===== src/rtl/arb_pkg.sv =====
package arb_pkg;
  typedef enum logic {
    OWN_IDLE = 1'b0,
    OWN_BUSY = 1'b1
  } own_state_e;
endpackage


===== src/rtl/arb_age_track.sv =====
// Per-socket age rank: 0 is the oldest grant, NUM_SOCK-1 the newest.
module arb_age_track #(
  parameter int NUM_SOCK = 4,
  parameter int AW       = $clog2(NUM_SOCK)
) (
  input  logic                  clk,
  input  logic                  rst_n,
  input  logic                  upd_en,
  input  logic [AW-1:0]         upd_idx,
  output logic [NUM_SOCK*AW-1:0] age_o
);
  logic [AW-1:0] age_q [NUM_SOCK];
  logic [AW-1:0] age_d [NUM_SOCK];

  always_comb begin
    for (int i = 0; i < NUM_SOCK; i++) begin
      age_d[i] = age_q[i];
      if (upd_en) begin
        if (upd_idx == AW'(i))
          age_d[i] = AW'(NUM_SOCK - 1);
        else if (age_q[i] > age_q[upd_idx])
          age_d[i] = age_q[i] - 1'b1;
      end
    end
  end

  always_ff @(posedge clk or negedge rst_n) begin
    if (!rst_n) begin
      for (int i = 0; i < NUM_SOCK; i++) age_q[i] <= AW'(i);
    end else if (upd_en) begin
      for (int i = 0; i < NUM_SOCK; i++) age_q[i] <= age_d[i];
    end
  end

  for (genvar g = 0; g < NUM_SOCK; g++) begin : g_out
    assign age_o[g*AW +: AW] = age_q[g];
  end

  // the ranks remain a permutation (all distinct)
  for (genvar a = 0; a < NUM_SOCK; a++) begin : g_ua
    for (genvar b = a + 1; b < NUM_SOCK; b++) begin : g_ub
      assert_age_unique_R8: assert property (@(posedge clk) disable iff (!rst_n)
        age_q[a] != age_q[b]);
    end
  end
endmodule


===== src/rtl/arb_pick.sv =====
// Combinational choice: keep the top priority class, then the oldest rank.
module arb_pick #(
  parameter int NUM_SOCK = 4,
  parameter int PW       = 2,
  parameter int AW       = $clog2(NUM_SOCK)
) (
  input  logic [NUM_SOCK-1:0]    req,
  input  logic [NUM_SOCK*PW-1:0] prio,
  input  logic [NUM_SOCK*AW-1:0] age,
  output logic                   any_o,
  output logic [AW-1:0]          win_o
);
  logic [PW-1:0] top_p;
  logic [AW-1:0] best_age;
  logic          found;

  always_comb begin
    top_p = '0;
    for (int i = 0; i < NUM_SOCK; i++) begin
      if (req[i] && (prio[i*PW +: PW] > top_p)) top_p = prio[i*PW +: PW];
    end
    found    = 1'b0;
    best_age = '1;
    win_o    = '0;
    for (int i = 0; i < NUM_SOCK; i++) begin
      if (req[i] && (prio[i*PW +: PW] == top_p) &&
          (!found || (age[i*AW +: AW] < best_age))) begin
        found    = 1'b1;
        best_age = age[i*AW +: AW];
        win_o    = AW'(i);
      end
    end
    any_o = |req;
  end
endmodule


===== src/rtl/prio_rr_arbiter.sv =====
module prio_rr_arbiter
  import arb_pkg::*;
#(
  parameter int NUM_SOCK = 4,
  parameter int PW       = 2,
  localparam int AW      = $clog2(NUM_SOCK)
) (
  input  logic                   clk,
  input  logic                   rst_n,
  input  logic [NUM_SOCK-1:0]    req_i,
  input  logic [NUM_SOCK-1:0]    done_i,
  input  logic [NUM_SOCK*PW-1:0] prio_i,
  output logic [NUM_SOCK-1:0]    grant_o,
  output logic                   grant_vld_o
);
  own_state_e    st_q, st_d;
  logic [AW-1:0] owner_q, owner_d;
  logic [NUM_SOCK*AW-1:0] age_w;
  logic          any_w;
  logic [AW-1:0] win_w;
  logic          take_w;
  logic          own_done_w;

  arb_age_track #(.NUM_SOCK(NUM_SOCK), .AW(AW)) age_i (
    .clk     (clk),
    .rst_n   (rst_n),
    .upd_en  (take_w),
    .upd_idx (win_w),
    .age_o   (age_w)
  );

  arb_pick #(.NUM_SOCK(NUM_SOCK), .PW(PW), .AW(AW)) pick_i (
    .req   (req_i),
    .prio  (prio_i),
    .age   (age_w),
    .any_o (any_w),
    .win_o (win_w)
  );

  assign own_done_w = done_i[owner_q];
  assign take_w     = (st_q == OWN_IDLE) && any_w;

  always_comb begin
    st_d    = st_q;
    owner_d = owner_q;
    case (st_q)
      OWN_IDLE: if (any_w) begin
        st_d    = OWN_BUSY;
        owner_d = win_w;
      end
      OWN_BUSY: if (own_done_w) st_d = OWN_IDLE;
      default:  st_d = OWN_IDLE;
    endcase
  end

  always_ff @(posedge clk or negedge rst_n) begin
    if (!rst_n) begin
      st_q    <= OWN_IDLE;
      owner_q <= '0;
    end else begin
      st_q    <= st_d;
      if (take_w) owner_q <= owner_d;
    end
  end

  assign grant_vld_o = (st_q == OWN_BUSY);
  for (genvar g = 0; g < NUM_SOCK; g++) begin : g_gnt
    assign grant_o[g] = grant_vld_o && (owner_q == AW'(g));
  end

  // one owner at most, valid matches the vector
  assert_grant_onehot_R1: assert property (@(posedge clk) disable iff (!rst_n)
    $onehot0(grant_o) && (grant_vld_o == (grant_o != '0)));
  // idle with a request -> granted after the edge
  assert_grant_start_R2: assert property (@(posedge clk) disable iff (!rst_n)
    (!grant_vld_o && (req_i != '0)) |=> grant_vld_o);
  // no owner done -> grant unchanged
  assert_grant_hold_R3: assert property (@(posedge clk) disable iff (!rst_n)
    (grant_vld_o && ((done_i & grant_o) == '0)) |=> (grant_vld_o && $stable(grant_o)));
  // owner done -> released
  assert_grant_release_R4: assert property (@(posedge clk) disable iff (!rst_n)
    (grant_vld_o && ((done_i & grant_o) != '0)) |=> !grant_vld_o);
  // a fresh grant always goes to a socket that was requesting
  assert_grant_was_req_R2: assert property (@(posedge clk) disable iff (!rst_n)
    $rose(grant_vld_o) |-> (($past(req_i) & grant_o) != '0));
  // idle and no requests -> still idle
  assert_stay_idle_R9: assert property (@(posedge clk) disable iff (!rst_n)
    (!grant_vld_o && (req_i == '0)) |=> !grant_vld_o);
endmodule


===== config.mk =====
export PLATFORM = sky130hd
export DESIGN_NAME = prio_rr_arbiter
export DESIGN_NICKNAME = d
export VERILOG_FILES = /design/src/rtl/arb_pkg.sv /design/src/rtl/arb_age_track.sv /design/src/rtl/arb_pick.sv /design/src/rtl/prio_rr_arbiter.sv
export SDC_FILE = /design/constraint.sdc
export NUM_CORES = 1
export LEC_CHECK = 0
export CORE_ASPECT_RATIO = 0.8
export CORE_MARGIN = 5
export CORE_UTILIZATION = 50
export CTS_BUF_LIST = sky130_fd_sc_hd__clkbuf_8
export CTS_CLUSTER_SIZE = 24
export DETAILED_ROUTE_END_ITERATION = 8
export PLACE_DENSITY = 0.74
export SYNTH_ARGS = -nofsm -noshare
export SYNTH_HDL_FRONTEND = slang
export SYNTH_SLANG_ARGS = --single-unit

===== constraint.sdc =====
create_clock -name clk -period 8.3 [get_ports clk]
set_input_delay 2.49 -clock clk [delete_from_list [all_inputs] [get_ports clk]]
set_output_delay 2.49 -clock clk [all_outputs]
set_load 0.05 [all_outputs]

Word-level counts from Yosys, hierarchy flattened
Cells that the tools add are included.
{"block": "op_classes", "bitwise_logic": 2, "mux": 29, "n_addsub": 4, "reduce_logical": 34, "n_lt_le_gt_ge": 13, "n_eq_ne": 10}
{"op": "two-way mux 2 bit", "n": 19}
{"op": "logical AND 1 bit", "n": 16}
{"op": "> comparator 2 bit", "n": 7}
{"op": "== test 2 bit", "n": 4}
{"op": "== test 2 bit, second input constant", "n": 4}
{"op": "AND reduction 2 bit", "n": 4}
{"op": "nonzero test 2 bit", "n": 4}
{"op": "subtractor 2 x 1 -> 2 bit, second input constant", "n": 4}
{"op": "two-way mux 1 bit", "n": 7}
{"op": "less-than comparator 2 bit", "n": 3}
{"op": "binary-select mux 2 bit (select 2 bit)", "n": 1}
{"op": "== test 2 x 1 -> 1 bit, second input constant", "n": 2}
{"op": "logical NOT 2 bit", "n": 2}
{"op": "OR reduction 4 bit", "n": 1}
{"op": "greater-or-equal comparator 3 bit, second input constant", "n": 1}
{"op": "logical NOT 1 bit", "n": 3}
{"op": "logical OR 1 bit", "n": 3}
{"op": "less-than comparator 2 x 3 -> 1 bit, second input constant", "n": 1}
{"op": "NOT 2 -> 3 bit", "n": 1}
{"op": "AND reduction 3 bit", "n": 1}
{"op": "binary-select mux 1 bit (select 2 bit)", "n": 1}
{"op": "> comparator 2 x 1 -> 1 bit, second input constant", "n": 1}
{"op": "case mux 1 bit (2 select lines)", "n": 1}
{"op": "NOT 1 bit", "n": 1}
{"block": "totals", "in_bits": 18, "ff_bits": 11, "out_inout_bits": 5}

Logic depth before layout (Yosys ltp)
{"block": "depth", "ltp_word": 34, "ltp_mapped": 38, "ltp_nobuf": 35}

Hierarchy
Synthesis repeated with hierarchy kept, for this count alone.
{"block": "hier_totals", "hier_cells": 217, "area_unflattened_um2": 1858.0}
{"module": "arb_pick", "area_per_inst_um2": 985.9, "cells_each": 123, "instances": 1, "seq_area_each_um2": 0.0}
{"module": "arb_age_track", "area_per_inst_um2": 696.9, "cells_each": 77, "instances": 1, "seq_area_each_um2": 205.2}
{"module": "prio_rr_arbiter", "area_per_inst_um2": 175.2, "cells_each": 17, "instances": 1, "seq_area_each_um2": 75.1}

Worst setup path after synthesis
OpenSTA, ideal clock, no wires.
{"block": "synth_timing", "path_kind": "input to register", "startpoint": "in prio_i[1]", "endpoint": "reg age_i.age_q (netlist bit age_i.age_o[4])", "path_slack_ps": -1572, "stages": 34, "path_buffers": 1, "arrival_time_ps": 9769, "path_cell_list": "and2_1 inv_1 ha_1 nor2b_1 o211ai_1 a21boi_0 ha_1 nor2b_4 o211ai_4 o211ai_2 o21ai_0 ha_1 nor2b_4 o21a_2 and3_1 o31a_1 o21a_1 a22o_1 ha_1 o221ai_1 o211a_1 a41oi_4 mux2_2 ha_1 o32ai_1 nand2_1 and2_1 clkbuf_1 o21ai_0 ha_1 a2111oi_0 a311oi_1 or2_2 a221oi_1"}
{"block": "synth_via", "elab_chain_len": 34}
{"element": "from (decl)", "line_no": "prio_rr_arbiter.sv:12", "text": "input logic [NUM_SOCK*PW-1:0] prio_i,"}
{"element": "> comparator 2 x 1 -> 1 bit", "line_no": "arb_pick.sv:20", "text": "if (req[i] && (prio[i*PW +: PW] > top_p)) top_p = prio[i*PW +: PW];"}
{"element": "logical AND 1 bit", "line_no": "arb_pick.sv:20"}
{"element": "two-way mux 2 bit", "line_no": "arb_pick.sv:20"}
{"element": "> comparator 2 bit", "line_no": "arb_pick.sv:20"}
{"element": "logical AND 1 bit", "line_no": "arb_pick.sv:20"}
{"element": "two-way mux 2 bit", "line_no": "arb_pick.sv:20"}
{"element": "> comparator 2 bit", "line_no": "arb_pick.sv:20"}
{"element": "logical AND 1 bit", "line_no": "arb_pick.sv:20"}
{"element": "[... 17 more ...]"}
{"element": "logical AND 1 bit", "line_no": "arb_pick.sv:26", "text": "if (req[i] && (prio[i*PW +: PW] == top_p) &&"}
{"element": "two-way mux 2 bit *", "line_no": "arb_pick.sv:26"}
{"element": "NOT 2 -> 3 bit (implied by the code)", "line_no": "arb_age_track.sv:21", "text": "else if (age_q[i] > age_q[upd_idx])"}
{"element": "binary-select mux 2 bit (select 2 bit)", "line_no": "arb_age_track.sv:21"}
{"element": "two-way mux 2 bit (implied by the code) (2 in a row)", "line_no": "arb_age_track.sv:21"}
{"element": "> comparator 2 bit", "line_no": "arb_age_track.sv:21"}
{"element": "nonzero test 2 bit (no line)"}
{"element": "AND reduction 2 bit (no line)"}
{"element": "to (decl)", "line_no": "arb_age_track.sv:12", "text": "logic [AW-1:0] age_q [NUM_SOCK];"}
Mark *: on every way between the ends. The rest lies on a longest branch, timed or not. The select of a mux whose other input is x is not followed.
A chain may end at the register's enable or synchronous reset.

Worst setup path in the final report
{"block": "layout_timing", "startpoint": "in prio_i[2]", "endpoint": "reg age_i.age_q (netlist bit age_i.age_o[0])"}
{"block": "layout_via", "elab_chain_len": 31}
{"element": "> comparator 2 bit", "line_no": "arb_pick.sv:20"}
{"element": "logical AND 1 bit", "line_no": "arb_pick.sv:20"}
{"element": "two-way mux 2 bit", "line_no": "arb_pick.sv:20"}
{"element": "> comparator 2 bit", "line_no": "arb_pick.sv:20"}
{"element": "logical AND 1 bit", "line_no": "arb_pick.sv:20"}
{"element": "two-way mux 2 bit", "line_no": "arb_pick.sv:20"}
{"element": "> comparator 2 bit", "line_no": "arb_pick.sv:20"}
{"element": "logical AND 1 bit", "line_no": "arb_pick.sv:20"}
{"element": "[... 14 more ...]"}
{"element": "logical AND 1 bit", "line_no": "arb_pick.sv:26"}
{"element": "two-way mux 2 bit *", "line_no": "arb_pick.sv:26"}
{"element": "NOT 2 -> 3 bit (implied by the code)", "line_no": "arb_age_track.sv:21"}
{"element": "binary-select mux 2 bit (select 2 bit)", "line_no": "arb_age_track.sv:21"}
{"element": "two-way mux 2 bit (implied by the code) (2 in a row)", "line_no": "arb_age_track.sv:21"}
{"element": "> comparator 2 bit", "line_no": "arb_age_track.sv:21"}
{"element": "nonzero test 2 bit (no line)"}
{"element": "AND reduction 2 bit (no line)"}
Marked as above.

==> flow_summary_export.csv <==
group,metric,value,unit
status,status,"finished, violations left",
status,failed_checks,"setup timing",
min_path,hold_path_class,"flop to flop",
grt,grt_util_all_layers,31.9,%
cells_and_area,layout_commonest_cell,"sky130_fd_sc_hd__buf_4",
power_and_ir_drop,sequential_share_of_power,12.4,%
timing,holdWs,0.556,ns
drt,routed_wl,8.87,mm
synthesis,yosys.area_share.adder,10.5,%
grt,grt_pass1_wl,11.8,mm
critical_path,worst_setup_path_startpoint,"prio_i[2]",
timing,setup_total_negative_slack,-7.48,ns
cells_and_area,mostFrequentLayoutCells,"sky130_fd_sc_hd__buf_4, sky130_fd_sc_hd__nor2_1, sky130_fd_sc_hd__inv_1, sky130_fd_sc_hd__clkdlybuf4s50_1, sky130_fd_sc_hd__o211ai_1",
grt,first_global_vias,2411,
clock_tree,tritoncts.num_buffers,3,
cells_and_area,flow.area_growth_from_synthesis,79.4,%
synthesis,yosys_warnings,0,
synthesis,syn_std_cell_area,1740,sq um
drt,number_of_routed_nets_with_antenna_violations,0,
floorplanning,floorplan.die.width,75.9,microns
critical_path,critical_register_to_register_path_startpoint,"age_i.age_o[3]$_DFFE_PN0P_",
placed_design,preCtsSetupSlack,-1.64,ns
clock_tree,cts-htree-levels,1,
power_and_ir_drop,total_net_switching_power,588,uW
cells_and_area,drive_gt1_share,51.2,%
timing,report.final.setup_viol,8,
synthesis,synthesis.nets,244,
critical_path,reg2reg_setup_slack,4.06,ns
grt,grt_max_degree,12,
drt,drt-wirelength-per-cell,24.4,microns
floorplanning,starting_utilization_of_the_core_area,51.1,%
critical_path,worst_path_most_repeated_cell,"sky130_fd_sc_hd__ha_4",
synthesis,synth_seq_area_share,16.1,%
synthesis,synthDistinctLibCells,67,
timing,fin_ws,-1.03,ns
critical_path,crit_end,"age_i.age_o[0]$_DFFE_PN0P_",
critical_path,slowest_stage,"sky130_fd_sc_hd__o211ai_1",
critical_path,worstReg2RegEnd,"age_i.age_o[0]$_DFFE_PN0P_",
cells_and_area,num_antenna_cells,0,
clock_tree,tritoncts,"yes",
drt,first_pass_iters,5,
power_and_ir_drop,max-vdd-ir-drop,0.000453,V
critical_path,worst_ep_required_time,8.42,ns
synthesis,post_synth_mux_area_share,4.90,%
placed_design,postPlaceCellArea,2500,sq um
drt,drc_errors,0,
power_and_ir_drop,power.clock.fraction,4.7,%
power_and_ir_drop,design_power_total,1170,uW
synthesis,postSynthRegisterBits,11,
placed_design,portBuffers,22,
grt,grt_overflow_total,0,
clock_tree,cts_num_sinks,11,
synthesis,synth_largest_area_cell,"sky130_fd_sc_hd__dfrtp_1",
timing,hold_viol_final,0,
critical_path,endpoint_kind,"flop",
drt,drt_iter0_markers,506,
power_and_ir_drop,switching_share,50.2,%
timing,unrepaired_setup_endpoints_after_global_routing,"yes",
timing,fin_crit,9.33,ns
synthesis,combinational_family_with_the_most_area_after_synthesis,"compound AO/OA/AOI/OAI gates",
clock_tree,ctsHoldBuffers,0,
timing,fin_skew,0.00586,ns
synthesis,synth.top_cell.area_share,10.1,%
power_and_ir_drop,power-per-cell-area,376,nW/um^2
drt,num_vias,2622,
floorplanning,die-height,62.7,microns
critical_path,timing.reg2reg.worst_path_depth,18,
synthesis,avgSynthCellArea,8.12,sq um
timing,timing.max_slew.rel_slack,45.8,%
critical_path,worst_ep_arrival_time,9.45,ns
synthesis,area_fraction_in_and_or_nand_and_nor_cells_after_synthesis,22.7,%
placed_design,post-dp-hpwl,4.60,mm
synthesis,synth_compound_gate_area_share,37.5,%
timing,fmax,0.107,GHz
critical_path,setup.worst_path.class,"input pin to flop",
critical_path,startpoint_type,"input pin",
grt,initial_antenna_violation_count,0,
floorplanning,core-area,3400,sq um
power_and_ir_drop,internal_power,583,uW
drt,vias_per_cell,7.20,
critical_path,cp_slowest_stage_delay,0.34,ns
clock_tree,worstSkewPairLatency,0.24,ns
timing,slew_viol_final,0,
floorplanning,ioPinCount,23,
floorplanning,floorplan.rows,19,
min_path,hold_path.startpoint,"age_i.age_o[5]$_DFFE_PN1P_",
clock_tree,clk_root_buffer_cell,"sky130_fd_sc_hd__clkbuf_8",
flow_run,max_cap_violations,0,
floorplanning,die_area,4760,sq um
cells_and_area,final_area,3120,sq um
synthesis,ys_async_sr_fraction,100,%
power_and_ir_drop,static-leakage-power,0.00132,uW
synthesis,synth_area_leaders,"sky130_fd_sc_hd__dfrtp_1, sky130_fd_sc_hd__ha_1, sky130_fd_sc_hd__dfstp_2, sky130_fd_sc_hd__o211ai_1, sky130_fd_sc_hd__nor2_1",
synthesis,synthXorXnorAreaFrac,2.02,%
synthesis,synth_edf_count,0,
timing,transition_time_at_the_pin_with_the_least_slew_margin,0.810,ns
timing,period_share,112,%
clock_tree,cts.clk_slew.worst_paths,0.06,ns
power_and_ir_drop,power_frac_comb,82.9,%
cells_and_area,finish.net_count,353,
critical_path,critPathMaxFanout,6,
synthesis,synthFlopType,"sky130_fd_sc_hd__dfrtp_1",
synthesis,syn-instance-count,214,
clock_tree,clk_path_buf_depth,2,
placed_design,gp_congestion,0.941,
[cells by family after synthesis]
family | Yosys count
multiplexers | 7
buffers and inverters | 25
adder cells (fa/ha/maj) | 15
AND/OR/NAND/NOR | 73
flip-flops | 11
AO/OA/AOI/OAI | 79
XOR/XNOR | 4
[cell type report]
| class | instances | area, sq um |
|---|---|---|
| sequential | 11 | 280 |
| timing repair buffer | 110 | 893 |
| fill | 129 | 284 |
| clock inverter | 1 | 3.75 |
| multi-input combinational | 179 | 1770 |
| tap | 42 | 52.6 |
| clock buffer | 3 | 41.3 |
| inverter | 18 | 70.1 |
[metal layers]
metal | GRT usage, % | wire, microns
met2 | 49.0 | 3900
met1 | 43.6 | 3410
met3 | 6.59 | 959
met4 | 10.7 | 599
met5 | 0 | 0
[cell usage after synthesis, types with 3 or more instances]
master	count
sky130_fd_sc_hd__or2_2	3
sky130_fd_sc_hd__o311ai_0	5
sky130_fd_sc_hd__nor4_1	3
sky130_fd_sc_hd__o21ai_0	7
sky130_fd_sc_hd__a22o_1	3
sky130_fd_sc_hd__dfrtp_1	7
sky130_fd_sc_hd__a41oi_1	3
sky130_fd_sc_hd__a21oi_1	9
sky130_fd_sc_hd__ha_1	12
sky130_fd_sc_hd__clkbuf_1	5
sky130_fd_sc_hd__nand2_1	13
sky130_fd_sc_hd__and2_1	4
sky130_fd_sc_hd__and3_1	3
sky130_fd_sc_hd__dfstp_2	4
sky130_fd_sc_hd__inv_1	17
sky130_fd_sc_hd__nand3_1	4
sky130_fd_sc_hd__nor3_1	5
sky130_fd_sc_hd__nor2_1	24
sky130_fd_sc_hd__a31oi_1	4
sky130_fd_sc_hd__o211ai_1	13
sky130_fd_sc_hd__o21a_1	3
sky130_fd_sc_hd__mux2i_1	4
[what timing repair did]
item	CTS	global route
cloned	1	0
resized for setup	42	27
endpoints found under the hold margin	0	0
setup endpoints to repair	10	8
setup buffers	21	12
pin swaps	40	31
[worst max-delay path: cells and delay by family]
kind / cells / cell delay, ns
AOI/OAI and AO/OA: 17 / 3.52
adders and majority gates: 7 / 1.88
and+or+nand+nor: 6 / 0.66
buffers and inverters: 3 / 0.53
muxes: 1 / 0.34
[how the worst min path moves through the flow]
stage,to,slack [ns],depth (start not counted)
after detailed placement,age_i.age_o[5]$_DFFE_PN1P_,0.51,1
after global placement,age_i.age_o[5]$_DFFE_PN1P_,0.51,1
after CTS,age_i.age_o[5]$_DFFE_PN1P_,0.54,1
after floorplan,age_i.age_o[5]$_DFFE_PN1P_,0.49,1
final,age_i.age_o[5]$_DFFE_PN1P_,0.56,1
after global routing,age_i.age_o[5]$_DFFE_PN1P_,0.56,1
[registers in the layout (all words and copies together) (netlist names)]
register and flops:
grant_vld_o 1, owner_q 2, age_i.age_o 8
[metrics by stage]
step                cells  utilization, %
floorplan             214               -
finish                364            91.6
detailed placement    326            73.6
global route          364            91.6
CTS                   352            84.9
global placement      326            73.6
[power by group through the flow]
stage	registers [uW]	logic, uW	clock network [uW]
after CTS	137	791	55.2
final	145	971	54.9
after detailed placement	135	677	0
after floorplan	128	466	0
after global placement	131	642	0
after global routing	148	1010	57.7
Power figures use the tool's default switching activity.
